## src/rtl/vidreg_pkg.sv

```systemverilog
`timescale 1ns/1ps
package vidreg_pkg;
   typedef enum logic [2:0] {
      SLOT_CTRL = 3'd0,
      SLOT_MASK = 3'd1,
      SLOT_STAT = 3'd2,
      SLOT_RSV3 = 3'd3,
      SLOT_RSV4 = 3'd4,
      SLOT_SCRL = 3'd5,
      SLOT_PTR  = 3'd6,
      SLOT_DATA = 3'd7
   } slot_e;
endpackage

```

## src/rtl/vidreg_regs.sv

```systemverilog
`timescale 1ns/1ps
module vidreg_regs
   import vidreg_pkg::*;
#(
   parameter int DW       = 8,
   parameter int FLAG_BIT = 7
) (
   input  logic          clk,
   input  logic          rst_n,
   input  logic          wr_stb,
   input  logic          rd_stb,
   input  slot_e         sel,
   input  logic [DW-1:0] wdata,
   input  logic          vblank_set,
   output logic [DW-1:0] ctrl,
   output logic [DW-1:0] mask,
   output logic [DW-1:0] scroll_x,
   output logic [DW-1:0] scroll_y,
   output logic          vblank,
   output logic          ptr_hi_wr,
   output logic          ptr_lo_wr,
   output logic          data_wr,
   output logic          data_rd,
   output logic          stat_rd
);
   if (FLAG_BIT >= DW) begin : g_bad_flag
      $error("vidreg_regs: FLAG_BIT outside data width");
   end

   logic toggle;

   always_comb begin
      ptr_hi_wr = wr_stb && (sel == SLOT_PTR) && !toggle;
      ptr_lo_wr = wr_stb && (sel == SLOT_PTR) &&  toggle;
      data_wr   = wr_stb && (sel == SLOT_DATA);
      data_rd   = rd_stb && (sel == SLOT_DATA);
      stat_rd   = rd_stb && (sel == SLOT_STAT);
   end

   always_ff @(posedge clk) begin
      if (!rst_n) begin
         ctrl     <= '0;
         mask     <= '0;
         scroll_x <= '0;
         scroll_y <= '0;
         toggle   <= 1'b0;
      end else if (wr_stb) begin
         case (sel)
            SLOT_CTRL: ctrl <= wdata;
            SLOT_MASK: mask <= wdata;
            SLOT_SCRL: begin
               if (toggle) scroll_y <= wdata;
               else        scroll_x <= wdata;
               toggle <= !toggle;
            end
            SLOT_PTR:  toggle <= !toggle;
            default: ;
         endcase
      end else if (stat_rd) begin
         toggle <= 1'b0;
      end
   end

   always_ff @(posedge clk) begin
      if (!rst_n)          vblank <= 1'b0;
      else if (vblank_set) vblank <= 1'b1;
      else if (stat_rd)    vblank <= 1'b0;
   end

   p_toggle_flip_r3: assert property (@(posedge clk) disable iff (!rst_n)
      (wr_stb && (sel == SLOT_SCRL || sel == SLOT_PTR)) |=> (toggle != $past(toggle)));
   p_stat_clears_toggle_r8: assert property (@(posedge clk) disable iff (!rst_n)
      stat_rd |=> !toggle);
   p_stat_clears_flag_r8: assert property (@(posedge clk) disable iff (!rst_n)
      (stat_rd && !vblank_set) |=> !vblank);
   p_flag_set_r9: assert property (@(posedge clk) disable iff (!rst_n)
      vblank_set |=> vblank);
endmodule

```

## src/rtl/vidreg_ptr.sv

```systemverilog
`timescale 1ns/1ps
module vidreg_ptr #(
   parameter int VA_W        = 14,
   parameter int DW          = 8,
   parameter int ROW_STRIDE  = 32,
   parameter int PAL_ENTRIES = 32,
   parameter bit MIRROR_EN   = 1'b1
) (
   input  logic            clk,
   input  logic            rst_n,
   input  logic            ptr_hi_wr,
   input  logic            ptr_lo_wr,
   input  logic [DW-1:0]   wdata,
   input  logic            step,
   input  logic            big_step,
   output logic [VA_W-1:0] phys,
   output logic            is_pal
);
   localparam int HI_W = VA_W - DW;
   localparam int PAL_IDX_W = $clog2(PAL_ENTRIES);
   localparam logic [VA_W-1:0] STEP_ONE = VA_W'(1);
   localparam logic [VA_W-1:0] STEP_BIG = VA_W'(ROW_STRIDE);
   localparam logic [VA_W-1:0] ALIAS_LO = VA_W'(14'h3000);
   localparam logic [VA_W-1:0] ALIAS_OF = VA_W'(14'h1000);
   localparam logic [VA_W-1:0] PAL_BASE = VA_W'(14'h3F00);
   localparam logic [VA_W-1:0] PAL_END  = PAL_BASE + VA_W'(PAL_ENTRIES);

   if (VA_W != 14) begin : g_bad_va
      $error("vidreg_ptr: memory map is laid out for a 14-bit pointer");
   end
   if (HI_W < 1 || HI_W > DW) begin : g_bad_split
      $error("vidreg_ptr: pointer must split into two data-width writes");
   end
   if ((1 << PAL_IDX_W) != PAL_ENTRIES) begin : g_bad_pal
      $error("vidreg_ptr: PAL_ENTRIES must be a power of two");
   end

   logic [VA_W-1:0] ptr;

   always_ff @(posedge clk) begin
      if (!rst_n)         ptr <= '0;
      else if (ptr_hi_wr) ptr <= {wdata[HI_W-1:0], ptr[DW-1:0]};
      else if (ptr_lo_wr) ptr <= {ptr[VA_W-1:DW], wdata};
      else if (step)      ptr <= ptr + (big_step ? STEP_BIG : STEP_ONE);
   end

   assign is_pal = (ptr >= PAL_BASE);

   if (MIRROR_EN) begin : g_fold
      always_comb begin
         if (ptr >= PAL_BASE)      phys = PAL_BASE + VA_W'(ptr[PAL_IDX_W-1:0]);
         else if (ptr >= ALIAS_LO) phys = ptr - ALIAS_OF;
         else                      phys = ptr;
      end
      p_fold_range_r10: assert property (@(posedge clk) disable iff (!rst_n)
         !((phys >= ALIAS_LO && phys < PAL_BASE) || phys >= PAL_END));
   end else begin : g_flat
      assign phys = ptr;
   end

   p_step_r5: assert property (@(posedge clk) disable iff (!rst_n)
      (step && !ptr_hi_wr && !ptr_lo_wr)
      |=> (ptr == $past(ptr) + ($past(big_step) ? STEP_BIG : STEP_ONE)));
endmodule

```

## src/rtl/vidreg_rdpath.sv

```systemverilog
`timescale 1ns/1ps
module vidreg_rdpath
   import vidreg_pkg::*;
#(
   parameter int DW       = 8,
   parameter int FLAG_BIT = 7
) (
   input  logic          clk,
   input  logic          rst_n,
   input  logic          rd_stb,
   input  slot_e         sel,
   input  logic          data_rd,
   input  logic          is_pal,
   input  logic [DW-1:0] ctrl,
   input  logic [DW-1:0] mask,
   input  logic          vblank,
   input  logic [DW-1:0] vm_rdata,
   output logic [DW-1:0] cpu_rdata
);
   localparam logic [DW-1:0] FLAG_MASK = DW'(1) << FLAG_BIT;

   logic [DW-1:0] reg_q;
   logic [DW-1:0] buf_q;
   logic          pend;
   logic          pend_pal;

   always_ff @(posedge clk) begin
      if (!rst_n) begin
         reg_q    <= '0;
         pend     <= 1'b0;
         pend_pal <= 1'b0;
      end else begin
         pend     <= data_rd;
         pend_pal <= data_rd && is_pal;
         if (rd_stb) begin
            case (sel)
               SLOT_CTRL: reg_q <= ctrl;
               SLOT_MASK: reg_q <= mask;
               SLOT_STAT: reg_q <= vblank ? FLAG_MASK : '0;
               default:   reg_q <= '0;
            endcase
         end
      end
   end

   always_ff @(posedge clk) begin
      if (!rst_n)    buf_q <= '0;
      else if (pend) buf_q <= vm_rdata;
   end

   assign cpu_rdata = pend ? (pend_pal ? vm_rdata : buf_q) : reg_q;

   p_ctrl_return_r2: assert property (@(posedge clk) disable iff (!rst_n)
      (rd_stb && sel == SLOT_CTRL) |=> (cpu_rdata == $past(ctrl)));
   p_stat_return_r8: assert property (@(posedge clk) disable iff (!rst_n)
      (rd_stb && sel == SLOT_STAT)
      |=> ((cpu_rdata[FLAG_BIT] == $past(vblank)) && ((cpu_rdata & ~FLAG_MASK) == '0)));
endmodule

```

## src/rtl/vidreg_if.sv

```systemverilog
`timescale 1ns/1ps
module vidreg_if
   import vidreg_pkg::*;
#(
   parameter int DW          = 8,
   parameter int VA_W        = 14,
   parameter int ROW_STRIDE  = 32,
   parameter int PAL_ENTRIES = 32,
   parameter int INC_BIT     = 2,
   parameter int FLAG_BIT    = 7,
   parameter bit MIRROR_EN   = 1'b1
) (
   input  logic            clk,
   input  logic            rst_n,
   input  logic            cpu_cs,
   input  logic            cpu_we,
   input  logic [2:0]      cpu_addr,
   input  logic [DW-1:0]   cpu_wdata,
   output logic [DW-1:0]   cpu_rdata,
   input  logic            vblank_set,
   output logic [VA_W-1:0] vm_addr,
   output logic [DW-1:0]   vm_wdata,
   output logic            vm_we,
   input  logic [DW-1:0]   vm_rdata,
   output logic [DW-1:0]   ctrl_o,
   output logic [DW-1:0]   mask_o,
   output logic [DW-1:0]   scroll_x,
   output logic [DW-1:0]   scroll_y
);
   if (INC_BIT >= DW) begin : g_bad_inc
      $error("vidreg_if: INC_BIT outside data width");
   end

   logic  wr_stb, rd_stb;
   slot_e sel;
   logic  ptr_hi_wr, ptr_lo_wr, data_wr, data_rd, stat_rd;
   logic  vblank, is_pal;

   assign wr_stb = cpu_cs &&  cpu_we;
   assign rd_stb = cpu_cs && !cpu_we;
   assign sel    = slot_e'(cpu_addr);

   vidreg_regs #(.DW(DW), .FLAG_BIT(FLAG_BIT)) u_regs (
      .clk(clk), .rst_n(rst_n), .wr_stb(wr_stb), .rd_stb(rd_stb), .sel(sel),
      .wdata(cpu_wdata), .vblank_set(vblank_set), .ctrl(ctrl_o), .mask(mask_o),
      .scroll_x(scroll_x), .scroll_y(scroll_y), .vblank(vblank),
      .ptr_hi_wr(ptr_hi_wr), .ptr_lo_wr(ptr_lo_wr), .data_wr(data_wr),
      .data_rd(data_rd), .stat_rd(stat_rd));

   vidreg_ptr #(.VA_W(VA_W), .DW(DW), .ROW_STRIDE(ROW_STRIDE),
                .PAL_ENTRIES(PAL_ENTRIES), .MIRROR_EN(MIRROR_EN)) u_ptr (
      .clk(clk), .rst_n(rst_n), .ptr_hi_wr(ptr_hi_wr), .ptr_lo_wr(ptr_lo_wr),
      .wdata(cpu_wdata), .step(data_wr || data_rd), .big_step(ctrl_o[INC_BIT]),
      .phys(vm_addr), .is_pal(is_pal));

   vidreg_rdpath #(.DW(DW), .FLAG_BIT(FLAG_BIT)) u_rd (
      .clk(clk), .rst_n(rst_n), .rd_stb(rd_stb), .sel(sel), .data_rd(data_rd),
      .is_pal(is_pal), .ctrl(ctrl_o), .mask(mask_o), .vblank(vblank),
      .vm_rdata(vm_rdata), .cpu_rdata(cpu_rdata));

   assign vm_wdata = cpu_wdata;
   assign vm_we    = data_wr;

   p_we_only_data_r5: assert property (@(posedge clk) disable iff (!rst_n)
      vm_we |-> (cpu_cs && cpu_we && cpu_addr == 3'd7));
endmodule

```

## config.mk

```make
export PLATFORM = sky130hd
export DESIGN_NAME = vidreg_if
export DESIGN_NICKNAME = d
export VERILOG_FILES = /design/src/rtl/vidreg_pkg.sv /design/src/rtl/vidreg_regs.sv /design/src/rtl/vidreg_ptr.sv /design/src/rtl/vidreg_rdpath.sv /design/src/rtl/vidreg_if.sv
export SDC_FILE = /design/constraint.sdc
export NUM_CORES = 1
export LEC_CHECK = 0
export BUFFER_PORTS_ARGS = -buffer_cell sky130_fd_sc_hd__buf_2
export CAP_MARGIN = 20
export CORE_MARGIN = 8
export CORE_UTILIZATION = 55
export CTS_BUF_LIST = sky130_fd_sc_hd__clkbuf_4
export CTS_CLUSTER_DIAMETER = 200
export DETAILED_ROUTE_END_ITERATION = 7
export GPL_ROUTABILITY_DRIVEN = 0
export MAX_ROUTING_LAYER = met4
export PLACE_DENSITY = 0.82
export SYNTH_ARGS = -nofsm -noshare
export SYNTH_HDL_FRONTEND = slang
export SYNTH_HIERARCHICAL = 1
export SYNTH_SLANG_ARGS = --single-unit
```

## constraint.sdc

```tcl
create_clock -name clk -period 6.4 [get_ports clk]
set_input_delay 0.32 -clock clk [delete_from_list [all_inputs] [get_ports clk]]
set_output_delay 0.32 -clock clk [all_outputs]
set_load 0.005 [all_outputs]
```

After elaboration in Yosys (flattened, before gate mapping). Index checks and enable logic that the tools add are counted.

Register bits after elaboration: 66. Bits of input ports: 24. Word-level logic and storage cells: 65.

Order comparisons: 2. Reduce and logical (&&, ||, !) cells: 25. Equality and inequality tests: 7. Add/sub/neg operators: 3. Muxes and demuxes: 14. Bitwise operators: 2.

Operators by type and width (count): 2-to-1 mux 14 bit (5); >= comparator 14 bit (second input constant) (2); 2-to-1 mux 8 bit (3); case mux 8 bit (3 select lines) (1); adder 14 bit (1); subtractor 14 x 13 -> 14 bit (second input constant) (1); adder 9 x 6 -> 10 bit (first input constant) (1); AND reduction 2 bit (5); equality test 3 bit (second input constant) (3); logical AND 1 bit (9); nonzero test 2 bit (4); 2-to-1 mux 6 bit (1); AND reduction 3 bit (2); 2-to-1 mux 1 bit (4); inequality test 2 bit (second input constant) (2); equality test 3 x 1 -> 1 bit (second input constant) (1); equality test 3 x 2 -> 1 bit (second input constant) (1); logical NOT 3 bit (1); logical NOT 1 bit (2); NOT 1 bit (2); OR reduction 2 bit (1); logical OR 1 bit (1).

Depth between registers and ports, before layout. Gate-level depths: netlist of run 1.

Depth after elaboration: 7. Gate-level depth with buffers: 10. Depth with buffers taken out: 9.

Cells and area by module. Netlist of run 1, hierarchy kept.

Modules (own cells, without submodules): vidreg_regs (times used 1, area an instance 1391.3 µm², cells each 159); vidreg_ptr (times used 1, area an instance 999.7 µm², cells each 124); vidreg_rdpath (times used 1, area an instance 953.4 µm², cells each 105); vidreg_if (times used 1, area an instance 82.6 µm², cells each 11).

Least setup slack after synthesis of run 1. Ideal clock, no wire load.

Kind: reg2reg. Start point: register u_regs.toggle. End point: register u_ptr.ptr[10]. Data arrival time: 2.038 ns. Required time: 6.274 ns. Library setup time: 0.126 ns. Slack: 4.236 ns. Stages on the path, launching flop included: 8. Buffers on the path: 2. Clock period less this slack: 2.164 ns. Cells stage by stage: dfxtp_1 -> clkbuf_1 -> clkbuf_1 -> nor4b_1 -> clkinv_1 -> o211a_1 -> o21ai_0 -> a22oi_1.

Word-level cells in the longest chain between the ends: 4. Elaborated cells on any way between the ends: 7.

Ends and longest elaborated chain: start: declaration (RTL line vidreg_regs.sv:30) `logic toggle;`; start signal: assignment (RTL line vidreg_regs.sv:54) `toggle <= !toggle;`; start signal: assignment (RTL line vidreg_regs.sv:56) `SLOT_PTR: toggle <= !toggle;`; logical NOT 1 bit (*) (RTL line vidreg_regs.sv:33) `ptr_hi_wr = wr_stb && (sel == SLOT_PTR) && !toggle;`; logical AND 1 bit (*) (RTL line vidreg_regs.sv:33); via ptr_hi_wr (RTL line vidreg_if.sv:36) `logic ptr_hi_wr, ptr_lo_wr, data_wr, data_rd, stat_rd;`; inequality test 2 bit (no source line) / nonzero test 2 bit (equally long branches); AND reduction 2 bit (no source line); end signal: assignment (RTL line vidreg_ptr.sv:42) `else if (ptr_hi_wr) ptr <= {wdata[HI_W-1:0], ptr[DW-1:0]};`; end signal: assignment (RTL line vidreg_ptr.sv:43) `else if (ptr_lo_wr) ptr <= {ptr[VA_W-1:DW], wdata};`; end signal: assignment (RTL line vidreg_ptr.sv:44) `else if (step) ptr <= ptr + (big_step ? STEP_BIG : STEP_ONE);`; end: declaration (RTL line vidreg_ptr.sv:38) `logic [VA_W-1:0] ptr;`.

The timed path passes the listed nets; every way through them passes the cells marked *. A chain may end at the register's enable or synchronous reset.

Final worst setup path of run 1.
Start point: register u_regs.toggle. End point: register u_ptr.ptr[3].

Elaborated cells on any way between the ends: 7.

RTL lines: logical AND 1 bit (*) (RTL line vidreg_regs.sv:34) `ptr_lo_wr = wr_stb && (sel == SLOT_PTR) && toggle;`; via ptr_lo_wr (RTL line vidreg_if.sv:36); nonzero test 2 bit (no source line); AND reduction 2 bit (no source line).

The timed path passes the listed nets; every way through them passes the cells marked *. The select of a mux whose other input is x is not followed.

==> run summary, run 1 <==
CTS
• done — TritonCTS clock tree
• 410 ps — later-pin clock latency in the skew report
• 0 — number of setup buffers added after CTS
• 9 — TritonCTS Buffers
• 0 — Post-CTS Hold Buffers
• 0 — Resized cells post-CTS
• 66 — count of clock tree sinks
• 2 — CTS Buffer Depth
• 3 — level count of the clock H-tree
• sky130_fd_sc_hd__clkbuf_4 — CTS Root Buffer Type
• 100 ps — post-CTS clock slew at the launch and capture registers of the worst setup and hold paths

Setup path
• 3280 ps — reg-to-reg setup timing slack
• register — type of destination of the critical path
• 3430 ps — Worst EP arrival
• register — crit start category
• u_regs/toggle — startpoint of the worst-slack reg-to-reg timing path
• 21 — maximum fanout along the worst path
• reg -> reg — critical path class
• 6710 ps — required time of the critical path
• u_regs/toggle — Critical Path Source

Drt
• 5.76 — via/cell ratio
• 3,064 — vias post-DR
• 4 — DRT Pass-1 Iters
• 8810 µm — detailed-route wire length
• 16.6 µm — routed length per instance
• 223 — initial detailed-routing violation count
• 0 — final antenna-violating net count
• 0 — final routed DRC violation total

STA
• 0 — final number of max-transition violations
• 3120 ps — final worst path period need
• 0 — Setup violations, final
• 0.488 — Final period util
• 0.389 — headroom to the max-slew limit
• 320 MHz — fmax
• 0 ps — Setup Total Neg Slack
• 0 — final hold violation count
• 3280 ps — post-route worst setup slack
• 8.74 ps — final worst clock skew
• no — unrepaired setup endpoints after global routing
• 911 ps — Worst Tran Pin Value

GRT
• 13,800 µm — first-pass GRT wire length
• 37 — maximum number of pins on one net before global-route repair
• 2,812 — vias in the first global route
• 0.198 — GRT Total Usage
• 0 — number of antenna violations at the first check in global routing
• 0 — overflow left after global routing

Floorplanning
• 0.00596 mm² — Core ar.
• 94.9 µm — Die H
• 94.9 µm — Die Span X
• 0.00901 mm² — floorplan die area
• 28 — number of cell rows
• 0.575 — initial standard-cell utilization of the core
• 87 — I/O pins

Logic synthesis
• 8.60 µm² — synthesized area divided by synthesized cell count
• 6 — count of synthesis-stage warnings from yosys
• 425 — synthesized netlist net count
• 0.00342 mm² — total standard cell area after synthesis
• 398 — Synth Instances

Cells and area
• 0.637 — end-of-flow core utilization
• 10.8% — area overhead of the layout relative to synthesis
• 0.247 — share of layout cells above drive strength 1
• 0.00379 mm² — post-route cell area
• 0 — number of antenna repair diodes
• 479 — number of nets in the finished design

Flow run
• 0 — Max-Cap Viols

Power
• 1.55 nW — leakage power
• 187 mW/mm² — total power density per cell area
• 133 µV — Worst VDD drop

Place
• 86 — Buffers on Ports
• 6220 µm — Final HPWL DP
• 3390 ps — DP Worst Slack
• 0.00368 mm² — cell area after placement

Run status
• completed — result of the run

Min path
• vblank_set — Worst Min Path Start
• in -> reg — class of the most critical hold timing path

[path summary, 6_finish.rpt]
check / depth (start not counted) / to
worst max register to register: 8 / u_ptr/ptr[3]
worst min-delay path: 3 / u_regs/vblank
worst max-delay path: 8 / u_ptr/ptr[3]
worst min register to register: 2 / u_regs/ctrl[5]
[sequential cells by signal, indices dropped and copies added, names as in the netlist]
register and flops:
u_regs/ctrl 8, u_ptr/ptr 14, u_regs/toggle 1, u_regs/mask 8, u_rd/reg_q 8, u_rd/pend 1
u_rd/buf_q 8, u_rd/pend_pal 1, u_regs/vblank 1, u_regs/scroll_x 8, u_regs/scroll_y 8
[layout make-up]
class / instances / area, µm²
Fill cell: 532 / 2160
Multi-Input combinational cell: 273 / 1770
Sequential cell: 66 / 1320
Timing Repair Buffer: 87 / 438
Tap cell: 75 / 93.8
Clock buffer: 12 / 90.1
Inverter: 15 / 56.3
Clock inverter: 4 / 18.8
[layer usage]
metal | up-vias | part of all wire | GRT usage
li1 | 1491 | - | -
met1 | 1444 | 0.45 | 0.241
met2 | 120 | 0.48 | 0.316
met3 | 9 | 0.068 | 0.0595
met4 | 0 | 0.0069 | 0.0429
met5 | - | 0 | -
[critical path, stage by stage, from the launching register on]
cell and delay (ps):
sky130_fd_sc_hd__dfxtp_1 720, sky130_fd_sc_hd__inv_1 420, sky130_fd_sc_hd__nor4b_2 360, sky130_fd_sc_hd__buf_4 280
sky130_fd_sc_hd__nor2_1 90, sky130_fd_sc_hd__nor2_1 670, sky130_fd_sc_hd__o21ai_0 200, sky130_fd_sc_hd__a22oi_1 200
sky130_fd_sc_hd__nor2b_1 60
[where the power goes]
group,switching [mW],total (mW),internal [mW]
logic,0.0359,0.0577,0.0217
clock network,0.142,0.232,0.0900
registers,0.00452,0.419,0.415
[layout by cell type, fill, tap and decap left out, drive strengths merged, types with 7 or more instances in the layout]
master and n:
nand3 21, mux2i 34, o21ai 27, clkbuf 12, nor2 28, a21oi 40
buf 87, and2 12, nand2 30, inv 13, nor2b 12, o22ai 7
dfxtp 66
[through the flow]
stage	power (mW)	hold slack (ps)	instances
2_1_floorplan	0.465	437	398
3_3_place_gp	0.484	457	516
3_5_place_dp	0.485	467	516
4_1_cts	0.713	102	532
5_1_grt	0.736	123	532
6_report	0.709	115	532
(Power assumes the default switching activity.)
==> run 2, diff against run 1 <==
- ABC_AREA: default -> 1
- CORE_UTILIZATION: 55 -> 50
- PLACE_DENSITY: 0.82 -> 0.78
- clock period: 6.4 -> 2.7 ns (I/O delays scaled with it)
==> run 2 against run 1 <==
Effect of this change: critical endpoint is now cpu_rdata[6]; die area rose by 12%; clock skew rose by 4.3 ps; cell count rose by 37%; sequential share of layout area fell by 3.1 points; clock power rose to 3.8 times the previous value; sequential power rose by 140%; synthesized area rose by 3.6%; clock-buffer cell count fell by 3; non-clock buffer count rose by 10; synthesized cell count rose by 38%; combinational power rose to 2.9 times the previous value.
==> run summary, run 2 <==
STA
• 0 ps — Setup Total Neg Slack
• 847 ps — post-route worst setup slack
• 0.675 — headroom to the max-slew limit
• 488 ps — Worst Tran Pin Value
• 0 — final number of max-transition violations
• no — unrepaired setup endpoints after global routing
• 13.0 ps — final worst clock skew
• 540 MHz — fmax
• 0 — final hold violation count
• 0 — Setup violations, final
• 0.686 — Final period util
• 1850 ps — final worst path period need

GRT
• 0.201 — GRT Total Usage
• 0 — overflow left after global routing
• 3,347 — vias in the first global route
• 15,800 µm — first-pass GRT wire length
• 0 — number of antenna violations at the first check in global routing
• 50 — maximum number of pins on one net before global-route repair

CTS
• 66 — count of clock tree sinks
• 110 ps — post-CTS clock slew at the launch and capture registers of the worst setup and hold paths
• 10 — Post-CTS Hold Buffers
• 0 — Resized cells post-CTS
• 2 — CTS Buffer Depth
• sky130_fd_sc_hd__clkbuf_4 — CTS Root Buffer Type
• 3 — level count of the clock H-tree
• 420 ps — later-pin clock latency in the skew report
• done — TritonCTS clock tree
• 0 — number of setup buffers added after CTS
• 9 — TritonCTS Buffers

Drt
• 3,606 — vias post-DR
• 4.96 — via/cell ratio
• 356 — initial detailed-routing violation count
• 0 — final antenna-violating net count
• 5 — DRT Pass-1 Iters
• 9780 µm — detailed-route wire length
• 13.5 µm — routed length per instance
• 0 — final routed DRC violation total

Floorplanning
• 100 µm — Die Span X
• 100 µm — Die H
• 87 — I/O pins
• 0.0100 mm² — floorplan die area
• 0.00683 mm² — Core ar.
• 0.519 — initial standard-cell utilization of the core
• 30 — number of cell rows

Cells and area
• 0.00416 mm² — post-route cell area
• 14 — flip-flop count of the largest register, all copies and words added
• 653 — number of nets in the finished design
• sky130_fd_sc_hd__nand2_1 — most common cell after layout, fill and taps aside
• 0.204 — share of layout cells above drive strength 1
• 0.609 — end-of-flow core utilization
• 0.00132 mm² — register area
• 0 — number of antenna repair diodes
• 137 x sky130_fd_sc_hd__nand2_1, 120 x sky130_fd_sc_hd__nor2_1, 86 x sky130_fd_sc_hd__buf_2 — most frequent cells in the layout
• u_ptr/ptr — Reg with most FFs
• 0.00175 mm² — area taken by multi-input logic gates
• 17.3% — area overhead of the layout relative to synthesis
• 672 — Fillers

Setup path
• 2570 ps — required time of the critical path
• reg -> out — critical path class
• 1720 ps — Worst EP arrival
• primary output — type of destination of the critical path
• 17 — maximum fanout along the worst path
• register — crit start category

Power
• 491 mW/mm² — total power density per cell area
• 294 µV — Worst VDD drop
• 2.06 nW — leakage power
• 2.04 mW — power after layout

Flow run
• 0 — Max-Cap Viols

Place
• 86 — Buffers on Ports
• 0.00386 mm² — cell area after placement
• 7130 µm — Final HPWL DP
• 827 ps — DP Worst Slack

Logic synthesis
• 6.44 µm² — synthesized area divided by synthesized cell count
• 0.00355 mm² — total standard cell area after synthesis
• 551 — Synth Instances
• 6 — count of synthesis-stage warnings from yosys
• 578 — synthesized netlist net count

Min path
• in -> reg — class of the most critical hold timing path

Run status
• completed — result of the run

run 2: changes by cell type in the layout (fill, tap and decap cells not counted), sizes merged, moves of 15 or more:
cell   before  now
nor2       28  127
mux2i      34    0
nand2      30  143
a21oi      40   24
o21ai      27   44
nand3      21   36
inv        13   63
run 2: final timing paths:
check	from	endpoint	slack, ps	depth (start not counted)
setup / recovery	u_rd/pend	cpu_rdata[6]	850	4
hold / removal	cpu_wdata[2]	u_regs/ctrl[2]	40	3
setup reg to reg	u_regs/toggle	u_ptr/ptr[8]	850	10
hold reg to reg	u_rd/reg_q[3]	u_rd/reg_q[3]	480	2
run 2: stage by stage:
step           hold slack (ps)  instances
3_3_place_gp               364        701
6_report                  38.2        727
2_1_floorplan              252        551
3_5_place_dp               379        701
5_1_grt                   24.2        727
4_1_cts                   32.6        727
run 2: where the power goes:
group	total (mW)	internal (mW)	switching, mW
registers	0.999	0.988	0.0116
clock network	0.872	0.478	0.394
logic	0.169	0.0618	0.107
total	2.04	1.53	0.513
run 2: worst max-delay path, cell delays in order (launching register included):
cell	delay, ps
sky130_fd_sc_hd__dfxtp_1	610
sky130_fd_sc_hd__inv_1	330
sky130_fd_sc_hd__nand2_1	150
sky130_fd_sc_hd__o21ai_0	90
sky130_fd_sc_hd__buf_2	130
run 2: layout make-up:
| cell class | count | area share |
|---|---|---|
| flip-flops and latches | 66 | 0.318 |
| multi-input cells | 390 | 0.422 |
| clock inverters | 7 | 0.0301 |
| well taps | 96 | 0.0289 |
| repair buffers | 97 | 0.129 |
| inverters | 62 | 0.0560 |
| clock buffers | 9 | 0.0163 |
run 2: layer usage:
layer	part of all wire	track usage	up-vias
met5	0	-	-
met2	0.47	0.316	149
met4	0.012	0.0628	0
li1	-	-	1856
met1	0.45	0.246	1591
met3	0.067	0.0498	10
==> run 3, diff against run 2 <==
- CORE_UTILIZATION: 50 -> 55
- PLACE_DENSITY: 0.78 -> 0.82
- clock period: 2.7 -> 1.95 ns (I/O delays scaled with it)
==> run 3 against run 2 <==
Effect of this change: sequential share of layout area up 0.058 points; clock-buffer cell count stayed put; combinational power is 44% higher; clock power rose by 18%; routed wire length down 1.7%; cell count is 1.8% lower; core utilization rose by 5.3 points; critical path depth rose by 2; final area is 0.18% lower; die area decreased by 7.7%; largest cell class unchanged; largest power group unchanged.
==> run summary, run 3 (synthesized netlist as in run 2, its figures left out) <==
Drt
• 5 — DRT Pass-1 Iters
• 3,637 — vias post-DR
• 0 — final antenna-violating net count
• 13.5 µm — routed length per instance
• 9610 µm — detailed-route wire length
• 244 — initial detailed-routing violation count
• 0 — final routed DRC violation total
• 5.09 — via/cell ratio

Setup path
• 1660 ps — Worst EP arrival
• 250 ps — reg-to-reg setup timing slack
• 470 ps — maximum cell stage delay along the critical path
• u_regs/toggle — startpoint of the worst-slack reg-to-reg timing path
• reg -> out — critical path class
• nand2_1 > nor2_2 > nand2_1 > nor2_2 > nor2_1 > buf_2 — CP Cell Sequence
• u_ptr/ptr[8] — Critical Path Source
• u_ptr/ptr[2] — worst reg2reg endpoint
• 6 — maximum fanout along the worst path
• primary output — type of destination of the critical path
• 8 — depth of the worst register-to-register path
• 1850 ps — required time of the critical path
• register — crit start category
• vm_addr[6] — critical path capture point
• sky130_fd_sc_hd__dfxtp_1 — cell type of the slowest stage on the worst timing path

STA
• no — unrepaired setup endpoints after global routing
• 569 MHz — fmax
• 0.902 — Final period util
• 0 — final hold violation count
• 0 — final number of max-transition violations
• 0 ps — Setup Total Neg Slack
• 1760 ps — final worst path period need
• 0 — Setup violations, final
• 10.7 ps — final worst clock skew
• 0.683 — headroom to the max-slew limit
• 476 ps — Worst Tran Pin Value

Floorplanning
• 96.3 µm — Die Span X
• 0.565 — initial standard-cell utilization of the core
• 0.00628 mm² — Core ar.
• 87 — I/O pins
• 96.3 µm — Die H
• 29 — number of cell rows
• 0.00927 mm² — floorplan die area

Cells and area
• 0.212 — share of layout cells above drive strength 1
• 17.0% — area overhead of the layout relative to synthesis
• 659 — number of nets in the finished design
• 137 x sky130_fd_sc_hd__nand2_1, 119 x sky130_fd_sc_hd__nor2_1, 86 x sky130_fd_sc_hd__buf_2 — most frequent cells in the layout
• 0 — number of antenna repair diodes
• 0.661 — end-of-flow core utilization
• u_ptr/ptr — Reg with most FFs
• 14 — flip-flop count of the largest register, all copies and words added
• sky130_fd_sc_hd__nand2_1 — most common cell after layout, fill and taps aside

CTS
• 3 — level count of the clock H-tree
• 120 ps — post-CTS clock slew at the launch and capture registers of the worst setup and hold paths
• 400 ps — later-pin clock latency in the skew report
• done — TritonCTS clock tree
• 66 — count of clock tree sinks
• 9 — TritonCTS Buffers
• 2 — CTS Buffer Depth
• sky130_fd_sc_hd__clkbuf_4 — CTS Root Buffer Type

Power
• 0.091 — share of power burned in combinational logic
• 1.97 mW — Int Pwr
• 498 µV — Worst VDD drop
• 2.66 mW — power after layout
• 0.684 mW — switching power
• 0.520 — Flop pwr share
• 0.389 — clock network power share
• 641 mW/mm² — total power density per cell area
• 2.07 nW — leakage power
• 0.257 — switching power share of the total

Min path
• in -> reg — class of the most critical hold timing path
• 3 — worst hold stages

Place
• 7060 µm — Final HPWL DP
• 86 — Buffers on Ports

GRT
• 0 — overflow left after global routing
• 0.215 — GRT Total Usage
• 3,405 — vias in the first global route
• 27 — maximum number of pins on one net before global-route repair
• 0 — number of antenna violations at the first check in global routing
• 15,400 µm — first-pass GRT wire length

Flow run
• 0 — Max-Cap Viols

Run status
• completed — result of the run

==> run 3: repair_timing <==
action / CTS / global route
setup endpoints to repair: 0 / 1
hold buffers: 10 / 0
buffers inserted: 0 / 0
hold endpoints to repair: 10 / 0
gates resized for setup: 0 / 1
==> run 3: routing by layer <==
metal,global-route usage,part of all wire,routed length (µm),vias up
met2,0.341,0.46,4400,142
met4,0.0832,0.015,140,0
met5,-,0,0,-
met3,0.0437,0.074,713,12
li1,-,-,-,1863
met1,0.261,0.45,4360,1620
==> run 3: power by group through the flow <==
stage / Clock, mW / Combinational [mW] / Sequential (mW)
2_1_floorplan: 0 / 0.140 / 1.41
3_3_place_gp: 0 / 0.219 / 1.41
3_5_place_dp: 0 / 0.223 / 1.41
4_1_cts: 1.05 / 0.241 / 1.38
5_1_grt: 1.11 / 0.269 / 1.38
6_report: 1.03 / 0.243 / 1.38
==> run 3: worst max-delay path, delay by kind of cell (launching register included) <==
kind / cells / cell delay, ps
AND/OR/NAND/NOR: 5 / 670
flip-flops: 1 / 470
buffers and inverters: 1 / 130
==> run 3: how the worst min path moves through the flow <==
stage,slack [ps],from,to
finish,30,cpu_wdata[7],u_regs/ctrl[7]
global route,20,cpu_wdata[6],u_regs/ctrl[6]
CTS,10,cpu_wdata[7],u_regs/ctrl[7]
detailed placement,340,vblank_set,u_regs/vblank
global placement,330,vblank_set,u_regs/vblank
floorplan,210,vblank_set,u_regs/vblank
==> run 3: metrics by stage <==
step	worst slack [ps]	area [µm²]	hold slack [ps]	std cells
2_1_floorplan	504	3550	215	551
3_3_place_gp	227	3890	326	688
3_5_place_dp	217	3890	336	688
4_1_cts	88.4	4150	10.9	714
5_1_grt	70.2	4150	19.1	714
6_report	191	4150	30.5	714
==> run 3: cell type report <==
cell class	count	area, µm²
fill	571	2130
multi-input combinational	390	1760
clock buffer	9	67.6
inverter	62	233
timing repair buffer	103	583
clock inverter	7	93.8
sequential	66	1320
tap	77	96.3
